File: src/rtl/hbi_pkg.sv
// Shared constants, band type and coefficient set for the 2x halfband
// interpolator. Assumes a halfband whose centre tap is exactly 1/2 and whose
// non-zero side taps sit at odd offsets; only one side is stored.
package hbi_pkg;

    localparam int HB_PAIRS  = 3;   // non-zero symmetric tap pairs
    localparam int HB_COEF_W = 10;  // signed coefficient width
    localparam int HB_FRAC   = 8;   // coefficient fraction bits (1.0 = 256)

    typedef enum logic {
        BAND_LOW  = 1'b0,
        BAND_HIGH = 1'b1
    } band_e;

    // Side-tap coefficient for pair k (offset +/-(2k+1) half-samples from centre).
    function automatic logic signed [HB_COEF_W-1:0] hb_coef(input int k);
        case (k)
            0:       return 10'sd150;
            1:       return -10'sd25;
            2:       return 10'sd3;
            default: return '0;
        endcase
    endfunction

endpackage

File: src/rtl/hbi_tapline.sv
// Input sample history for the halfband filter. Invalid samples enter as zero
// so the filter sees a gap as silence; a valid flag travels with each tap.
// Assumes one input slot per clock.
module hbi_tapline #(
    parameter int DATA_W = 16,
    parameter int DEPTH  = 6
) (
    input  logic                           clk,
    input  logic                           rst_n,
    input  logic [DATA_W-1:0]              din,
    input  logic                           din_valid,
    output logic [DEPTH-1:0][DATA_W-1:0]   taps,
    output logic [DEPTH-1:0]               tap_valid
);

    // Shift one slot per clock; tap 0 is the newest sample.
    always_ff @(posedge clk) begin
        if (!rst_n) begin
            taps      <= '0;
            tap_valid <= '0;
        end else begin
            taps[0]      <= din_valid ? din : '0;
            tap_valid[0] <= din_valid;
            for (int j = 1; j < DEPTH; j++) begin
                taps[j]      <= taps[j-1];
                tap_valid[j] <= tap_valid[j-1];
            end
        end
    end

endmodule

File: src/rtl/hbi_mac.sv
// Two-stage symmetric halfband arithmetic. Stage 1 folds each tap pair and
// multiplies by its coefficient; stage 2 sums, applies the band sign, rounds
// half up and saturates. The centre sample rides alongside as the rising lane.
// Assumes taps are ordered newest first with the centre at index PAIRS.
module hbi_mac
    import hbi_pkg::*;
#(
    parameter int DATA_W = 16,
    parameter int PAIRS  = HB_PAIRS,
    parameter int COEF_W = HB_COEF_W,
    parameter int FRAC   = HB_FRAC
) (
    input  logic                              clk,
    input  logic                              rst_n,
    input  logic [2*PAIRS-1:0][DATA_W-1:0]    taps,
    input  logic [2*PAIRS-1:0]                tap_valid,
    input  band_e                             band,
    output logic signed [DATA_W-1:0]          rise,
    output logic signed [DATA_W-1:0]          fall,
    output logic                              valid
);

    localparam int SUM_W  = DATA_W + 1;
    localparam int PROD_W = SUM_W + COEF_W;
    localparam int ACC_W  = PROD_W + $clog2(PAIRS) + 2;
    localparam logic signed [ACC_W-1:0] HALF = ACC_W'(2 ** (FRAC - 1));
    localparam logic signed [ACC_W-1:0] MAXV =
        {{(ACC_W - DATA_W + 1){1'b0}}, {(DATA_W - 1){1'b1}}};
    localparam logic signed [ACC_W-1:0] MINV = ~MAXV;

    logic signed [PAIRS-1:0][PROD_W-1:0] prod;
    logic signed [PAIRS-1:0][PROD_W-1:0] prod_q;
    logic signed [DATA_W-1:0]            rise_s1;
    logic                                valid_s1;
    logic signed [ACC_W-1:0]             acc;
    logic signed [ACC_W-1:0]             acc_signed;
    logic signed [ACC_W-1:0]             rounded;
    logic signed [DATA_W-1:0]            fall_next;

    // One folded multiply per symmetric pair.
    for (genvar k = 0; k < PAIRS; k++) begin : g_pair
        logic signed [SUM_W-1:0] pair_sum;
        assign pair_sum = SUM_W'($signed(taps[PAIRS-1-k])) + SUM_W'($signed(taps[PAIRS+k]));
        assign prod[k]  = PROD_W'(pair_sum) * PROD_W'(hb_coef(k));
    end

    // Stage 1: register products and the centre sample.
    always_ff @(posedge clk) begin
        if (!rst_n) begin
            prod_q   <= '0;
            rise_s1  <= '0;
            valid_s1 <= 1'b0;
        end else begin
            prod_q   <= prod;
            rise_s1  <= $signed(taps[PAIRS]);
            valid_s1 <= tap_valid[PAIRS];
        end
    end

    // Sum, band sign, round half up and clamp to the output range.
    always_comb begin
        acc = '0;
        for (int k = 0; k < PAIRS; k++) begin
            acc = acc + ACC_W'($signed(prod_q[k]));
        end
        acc_signed = (band == BAND_HIGH) ? -acc : acc;
        rounded    = (acc_signed + HALF) >>> FRAC;
        if (rounded > MAXV) begin
            fall_next = MAXV[DATA_W-1:0];
        end else if (rounded < MINV) begin
            fall_next = MINV[DATA_W-1:0];
        end else begin
            fall_next = rounded[DATA_W-1:0];
        end
    end

    // Stage 2: register both lanes and their flag.
    always_ff @(posedge clk) begin
        if (!rst_n) begin
            rise  <= '0;
            fall  <= '0;
            valid <= 1'b0;
        end else begin
            rise  <= rise_s1;
            fall  <= fall_next;
            valid <= valid_s1;
        end
    end

endmodule

File: src/rtl/hbi_delay.sv
// Plain register delay line used to pad the datapath to its fixed latency.
// Assumes STAGES >= 0; zero stages is a wire.
module hbi_delay #(
    parameter int WIDTH  = 33,
    parameter int STAGES = 92
) (
    input  logic             clk,
    input  logic             rst_n,
    input  logic [WIDTH-1:0] d,
    output logic [WIDTH-1:0] q
);

    if (STAGES == 0) begin : g_wire
        assign q = d;
    end else begin : g_regs
        logic [STAGES-1:0][WIDTH-1:0] pipe;

        // Advance every stage by one each clock.
        always_ff @(posedge clk) begin
            if (!rst_n) begin
                pipe <= '0;
            end else begin
                pipe[0] <= d;
                for (int s = 1; s < STAGES; s++) begin
                    pipe[s] <= pipe[s-1];
                end
            end
        end

        assign q = pipe[STAGES-1];
    end

endmodule

File: src/rtl/hbi_band_ctl.sv
// Registers the band select and closes the output gate for LATENCY clocks
// after any change, so no output mixes samples filtered in two bands.
// Assumes band_sel is synchronous to clk.
module hbi_band_ctl
    import hbi_pkg::*;
#(
    parameter int LATENCY = 97
) (
    input  logic  clk,
    input  logic  rst_n,
    input  logic  band_sel,
    output band_e band_q,
    output logic  gate_open
);

    localparam int CNT_W = $clog2(LATENCY + 1);

    logic [CNT_W-1:0] hold;

    // Track the band and count down the flush window after a change.
    always_ff @(posedge clk) begin
        if (!rst_n) begin
            band_q <= BAND_LOW;
            hold   <= '0;
        end else if (band_e'(band_sel) != band_q) begin
            band_q <= band_e'(band_sel);
            hold   <= CNT_W'(LATENCY);
        end else if (hold != '0) begin
            hold <= hold - 1'b1;
        end
    end

    assign gate_open = (hold == '0);

endmodule

File: src/rtl/hb_interp2x.sv
// Top of the 2x halfband interpolator: tap history, folded arithmetic, a pad
// delay to a fixed total latency, and the band flush gate. Assumes LATENCY is
// larger than the arithmetic depth (HB_PAIRS + 2 clocks).
module hb_interp2x
    import hbi_pkg::*;
#(
    parameter int DATA_W  = 16,
    parameter int LATENCY = 97
) (
    input  logic              clk,
    input  logic              rst_n,
    input  logic [DATA_W-1:0] in_sample,
    input  logic              in_valid,
    input  logic              band_sel,
    output logic [DATA_W-1:0] out_rise,
    output logic [DATA_W-1:0] out_fall,
    output logic              out_valid
);

    localparam int TAPS     = 2 * HB_PAIRS;
    localparam int CORE_LAT = HB_PAIRS + 2;
    localparam int PAD      = LATENCY - CORE_LAT;
    localparam int BUS_W    = 2 * DATA_W + 1;

    logic [TAPS-1:0][DATA_W-1:0] taps;
    logic [TAPS-1:0]             tap_valid;
    band_e                       band_q;
    logic                        gate_open;
    logic signed [DATA_W-1:0]    core_rise;
    logic signed [DATA_W-1:0]    core_fall;
    logic                        core_valid;
    logic [BUS_W-1:0]            pad_in;
    logic [BUS_W-1:0]            pad_out;

    hbi_tapline #(
        .DATA_W (DATA_W),
        .DEPTH  (TAPS)
    ) u_taps (
        .clk       (clk),
        .rst_n     (rst_n),
        .din       (in_sample),
        .din_valid (in_valid),
        .taps      (taps),
        .tap_valid (tap_valid)
    );

    hbi_band_ctl #(
        .LATENCY (LATENCY)
    ) u_band (
        .clk       (clk),
        .rst_n     (rst_n),
        .band_sel  (band_sel),
        .band_q    (band_q),
        .gate_open (gate_open)
    );

    hbi_mac #(
        .DATA_W (DATA_W)
    ) u_mac (
        .clk       (clk),
        .rst_n     (rst_n),
        .taps      (taps),
        .tap_valid (tap_valid),
        .band      (band_q),
        .rise      (core_rise),
        .fall      (core_fall),
        .valid     (core_valid)
    );

    assign pad_in = {core_valid, core_rise, core_fall};

    hbi_delay #(
        .WIDTH  (BUS_W),
        .STAGES (PAD)
    ) u_pad (
        .clk   (clk),
        .rst_n (rst_n),
        .d     (pad_in),
        .q     (pad_out)
    );

    assign out_rise  = pad_out[2*DATA_W-1:DATA_W];
    assign out_fall  = pad_out[DATA_W-1:0];
    assign out_valid = pad_out[BUS_W-1] & gate_open;

endmodule

File: config.mk
export PLATFORM = sky130hd
export DESIGN_NAME = hb_interp2x
export DESIGN_NICKNAME = d
export VERILOG_FILES = /design/src/rtl/hbi_pkg.sv /design/src/rtl/hbi_tapline.sv /design/src/rtl/hbi_mac.sv /design/src/rtl/hbi_delay.sv /design/src/rtl/hbi_band_ctl.sv /design/src/rtl/hb_interp2x.sv
export SDC_FILE = /design/constraint.sdc
export NUM_CORES = 2
export LEC_CHECK = 0
export BUFFER_PORTS_ARGS = -buffer_cell sky130_fd_sc_hd__buf_2
export CAP_MARGIN = 40
export CORE_MARGIN = 4
export CORE_UTILIZATION = 55
export CTS_CLUSTER_DIAMETER = 40
export CTS_CLUSTER_SIZE = 24
export DETAILED_ROUTE_END_ITERATION = 12
export PLACE_DENSITY = 0.78
export SETUP_SLACK_MARGIN = 0.3
export SYNTH_ARGS = -nofsm -noshare
export SYNTH_HDL_FRONTEND = slang
export SYNTH_SLANG_ARGS = --single-unit
File: constraint.sdc
create_clock -name clk -period 8.1 [get_ports clk]
set_input_delay 0 -clock clk [delete_from_list [all_inputs] [get_ports clk]]
set_output_delay 0 -clock clk [all_outputs]
set_load 0.01 [all_outputs]
Yosys cells after proc, flatten, opt, wreduce, memory -nomap -nowiden. Index checks and enable logic that the tools add are counted.

Add/subtract/negate cells: 8. Multiply operators: 3. $lt $le $gt $ge: 2. Equality and inequality tests: 1. Multiplexer cells: 5. Bitwise logic cells: 2. Reduce and logical (&&, ||, !) cells: 6.

Operators by type and width (number): 16-bit by 16-bit adder with 17-bit output (3); 31-bit by 9-bit adder with 31-bit output (second input constant) (1); 31-bit 2-to-1 mux (1); 31-bit negator (1); 27-bit by 20-bit adder with 28-bit output (1); 26-bit by 23-bit adder with 27-bit output (1); 17-bit by 8-bit multiplier with 25-bit output (second input constant) (1); 23-bit by 16-bit > comparator with 1-bit output (second input constant) (1); 23-bit by 16-bit < comparator with 1-bit output (second input constant) (1); 17-bit by 6-bit multiplier with 23-bit output (second input constant) (1); 17-bit by 3-bit multiplier with 20-bit output (second input constant) (1); 16-bit 2-to-1 mux (1); 15-bit 2-to-1 mux (1); 7-bit 2-to-1 mux (2); 7-bit zero test (1); 7-bit nonzero test (1); 7-bit by 1-bit subtractor with 7-bit output (second input constant) (1); 2-bit OR reduction (2); 2-bit AND reduction (1); 2-bit nonzero test (1); 1-bit bitwise AND (1); 1-bit != test (1); 1-bit NOT (1).

Flip-flop bits (word level): 3231. Bits of input ports: 20. Output and inout bits: 33. Word-level logic and storage cells: 137.

Logic depth before layout (Yosys ltp).
Depth in word-level cells: 8. Mapped depth: 30. Gate-level depth less buffers: 30.

By module. From an unflattened synthesis, not the netlist that was laid out.

Cell total of the unflattened synthesis: 8215. Area, all modules: 98375.6 um^2.

By module, submodules not included: hbi_delay (times used 1, cells each 6442, area each 81742.1 um^2); hbi_mac (times used 1, cells each 1511, area each 13484.2 um^2); hbi_tapline (times used 1, cells each 216, area each 2745.1 um^2); hbi_band_ctl (times used 1, cells each 45, area each 397.9 um^2); hb_interp2x (times used 1, cells each 1, area each 6.3 um^2).

Least setup slack after synthesis. No wires, ideal clock.

Kind: reg2reg. From: register u_taps.taps[16] in the netlist's numbering. To: register u_mac.prod_q[49] (netlist name). Data arrival time: 6238 ps. Slack: 1747 ps. Stages on the path, launching flop included: 31. Buffers on the path: 0. Period minus slack after synthesis: 6353 ps. Cell sequence: dfxtp_1 ha_1 fa_1 a21o_1 a21oi_1 o21bai_1 a21oi_1 xnor2_1 inv_1 fa_1 inv_1 fa_1 inv_1 fa_1 inv_1 ha_1 ha_1 a21o_1 a21oi_1 o21bai_1 a21oi_1 o21bai_1 a21oi_1 o21bai_1 a21oi_1 o21a_1 o311ai_0 a21o_1 a21oi_1 xnor2_1 and2_1.

Word-level cells in the longest chain between the ends: 2.

Ends and longest elaborated chain: from (decl) (RTL line hbi_tapline.sv:12) `output logic [DEPTH-1:0][DATA_W-1:0] taps,`; from (signal, indexed assignment) (RTL line hbi_tapline.sv:25) `taps[j] <= taps[j-1];`; 16-bit by 16-bit adder with 17-bit output (RTL line hbi_mac.sv:43) `assign pair_sum = SUM_W'($signed(taps[PAIRS-1-k])) + SUM_W'($signed(taps[PAIRS+k]));`; 17-bit by 6-bit multiplier with 23-bit output (RTL line hbi_mac.sv:44) `assign prod[k] = PROD_W'(pair_sum) * PROD_W'(hb_coef(k));`.

Every way passes these cells. A chain may end at the register's enable or synchronous reset.

Worst setup path in the final report.
From: register u_taps.taps[16] in the netlist's numbering. To: register u_mac.prod_q[49] (netlist name).

Word-level cells in the longest chain between the ends: 2.

Ends and longest elaborated chain (RTL line): 16-bit by 16-bit adder with 17-bit output (hbi_mac.sv:43); 17-bit by 6-bit multiplier with 23-bit output (hbi_mac.sv:44).

Every way passes these cells.

==> impl_metrics.env <==
export IMPL_status="complete, no violations"
export IMPL_grt_max_degree=369
export IMPL_layout_min_cycle_time_ns=7.03
export IMPL_track_usage=0.141
export IMPL_fmax_ghz=0.142
export IMPL_start_kind="flop"
export IMPL_yosysTopAreaCell="dfxtp_1"
export IMPL_syn2layout_area_growth_pct=14.5
export IMPL_design_die_area_mm2=0.183
export IMPL_drc=0
export IMPL_synthDistinctLibCells=84
export IMPL_initial_utilization=0.555
export IMPL_via_per_inst=4.54
export IMPL_nets=8550
export IMPL_drv_slew=0
export IMPL_die_h_um=428
export IMPL_synth_nets=8499
export IMPL_hold_path_class="in2reg"
export IMPL_tns_ns=0
export IMPL_cts_buffers=331
export IMPL_mostFrequentLayoutCells="dfxtp_1 (3230), and2_1 (3148), clkbuf_16 (337)"
export IMPL_worst_pin_slew_ns=1.09
export IMPL_final_core_util=0.635
export IMPL_synth_edf_count=0
export IMPL_dp_hpwl_mm=71.2
export IMPL_vdd_drop_max_v=0.000214
export IMPL_core_mm2=0.175
export IMPL_drtPass1Iterations=5
export IMPL_drt_initial_drc_count=2130
export IMPL_portBuffers=52
export IMPL_synth_top_area_share=0.667
export IMPL_ant_nets=0
export IMPL_ctsLongestPathBuffers=4
export IMPL_cts_sinks=3230
export IMPL_antenna_found_initial=3
export IMPL_critPathCaptureType="flop"
export IMPL_synth_area_mm2=0.0969
export IMPL_grt_pass1_wl_mm=222
export IMPL_placedCellCount=10151
export IMPL_cts_tree="done"
export IMPL_final_common_cell="dfxtp_1"
export IMPL_avgRoutedWirePerCell_um=11.7
export IMPL_drive_gt1_frac=0.0821
export IMPL_grt_pass1_vias=48530
export IMPL_slowest_delay_ns=0.56
export IMPL_hold_violations=0
export IMPL_rows=153
export IMPL_ys_ff_latch=3230
export IMPL_crit_fanout=3
export IMPL_fillCellCount=13113
export IMPL_relSlewSlack=0.273
export IMPL_power_mw=33.2
export IMPL_ys_warnings_count=0
export IMPL_wl_mm=127
export IMPL_gp_congestion=0.810
export IMPL_die_w_um=428
export IMPL_clk_latency_ns=0.89
export IMPL_cp_slowest_cell="fa_1"
export IMPL_overflow=0
export IMPL_rsz0062_at_grt="no"
export IMPL_avgSynthCellArea_um2=11.9
export IMPL_io_pins=53
export IMPL_leakagePower_nw=47.7
export IMPL_fin_skew_ns=0.0461
export IMPL_yosys_top_cells_area="dfxtp_1 (67%), and2_1 (20%), ha_1 (2.9%)"
export IMPL_num_vias=49064
export IMPL_cts_htree_levels=5
export IMPL_reg2reg_setup_slack_ns=1.07
export IMPL_timing_final_crit_share=0.868
export IMPL_worst_hold_slack_ns=0.0837
export IMPL_power_density_mw_per_mm2=299
export IMPL_setup_violations=0
export IMPL_seq_area_frac_synth=0.667
export IMPL_cp_arrival_ns=7.77
export IMPL_fin_cells=10796
export IMPL_netlist_instances=8160
export IMPL_cp_data_required_time_ns=8.84
export IMPL_clk_pin_slew_ns=0.06
export IMPL_crit_top_cell="a21oi_1"
export IMPL_ys_flop_type="dfxtp_1"
export IMPL_path_class="reg2reg"
export IMPL_root_buffer="clkbuf_16"
export IMPL_drv_cap=0
export IMPL_synthArstFlopShare=0
[stage by stage]
stage               area [um2]  worst slack (ns)
detailed placement       98700              1.05
global placement         98600             0.948
CTS                     111000             0.978
finish                  111000              1.07
floorplan                96900              1.75
global route            111000             0.624
[repair_timing]
action                    in CTS  in global routing
hold buffers                  52                  0
buffers inserted               0                  0
gates resized for setup        0                  0
hold endpoints to repair     319                  0
[metal layers]
metal  up-vias  GRT usage  part of all wire
met5         -          0                 0
met4         0     0.0537             0.031
met3       344     0.0300             0.038
met2       562      0.230              0.45
met1     22830      0.186              0.48
li1      25328          -                 -
[critical path, delay by kind of cell, from the launching register on]
| family | cells | cell delay, ns |
|---|---|---|
| adders and majority gates | 7 | 2.82 |
| DFF | 1 | 0.31 |
| AOI/OAI and AO/OA | 16 | 3.03 |
| xor gates and xnor gates | 2 | 0.28 |
| buffers and inverters | 4 | 0.31 |
| and+or+nand+nor | 1 | 0.15 |
[Yosys cell counts, drive strengths merged (3+ instances only)]
cell type  count
mux2i          3
inv          232
fa            91
ha           228
a31o           5
a22oi          3
and2        3148
o21a          12
a41oi          5
a211oi        11
and3          28
nor2         113
a21o          28
or2            7
or3            4
nor3b          4
a31oi         16
dfxtp       3230
nand4          9
o21ai         56
o31ai         17
nor4           6
o2111ai        6
nor3          25
nand2b         9
a21oi        118
xor2          38
nand3         25
nor2b         10
o21bai        45
o211ai         9
buf           41
or4            5
xnor2        106
clkbuf       369
a21boi         4
nand2         61
[final cells by class]
class | instances | area, um2 | area share
Clock inverter | 219 | 2890 | 0.0261
Multi-Input combinational cell | 4288 | 29700 | 0.268
Antenna cell | 3 | 7.51 | 0.0000677
Inverter | 232 | 871 | 0.00785
Tap cell | 2325 | 2910 | 0.0262
Timing Repair Buffer | 128 | 1150 | 0.0104
Clock buffer | 371 | 8730 | 0.0787
Sequential cell | 3230 | 64700 | 0.583
[path summary, 6_finish.rpt]
kind | start | endpoint | cells past startpoint
worst min-delay path | band_sel | u_band.hold[5] | 4
worst min register to register | u_pad.g_regs.pipe[333] | u_pad.g_regs.pipe[366] | 1
worst max-delay path | u_taps.taps[16] | u_mac.prod_q[49] | 30
worst max register to register | u_taps.taps[16] | u_mac.prod_q[49] | 30
[where the power goes]
| group | internal (mW) | leakage (nW) | switching [mW] | total [mW] |
|---|---|---|---|---|
| sequential | 16.0 | 26.0 | 0.0717 | 16.1 |
| clock | 8.97 | 5.64 | 6.57 | 15.5 |
| combinational | 0.566 | 16.0 | 0.975 | 1.54 |
| total | 25.5 | 47.7 | 7.62 | 33.2 |
[kinds of logic (layout without fill, tap and decap cells)]
| kind of cell | count (synthesis) | in the layout | share of synthesized area |
|---|---|---|---|
| AOI/OAI and AO/OA | 355 | 355 | 0.0246 |
| and+or+nand+nor | 3465 | 3465 | 0.220 |
| muxes | 4 | 4 | 0.000426 |
| other | 0 | 3 | 0 |
| buffers and inverters | 642 | 950 | 0.0263 |
| xor gates and xnor gates | 144 | 144 | 0.0132 |
| adders and majority gates | 320 | 320 | 0.0484 |
| DFF | 3230 | 3230 | 0.667 |
[sequential cells by signal, indices dropped and copies added, names as in the netlist, 4 cells and up]
register	flops
u_band.hold	7
u_mac.fall	16
u_mac.prod_q	68
u_mac.rise	16
u_mac.rise_s1	16
u_pad.g_regs.pipe	3003
u_pad.q	33
u_taps.tap_valid	4
u_taps.taps	64
No activity file was read; power rests on OpenSTA's default activity.
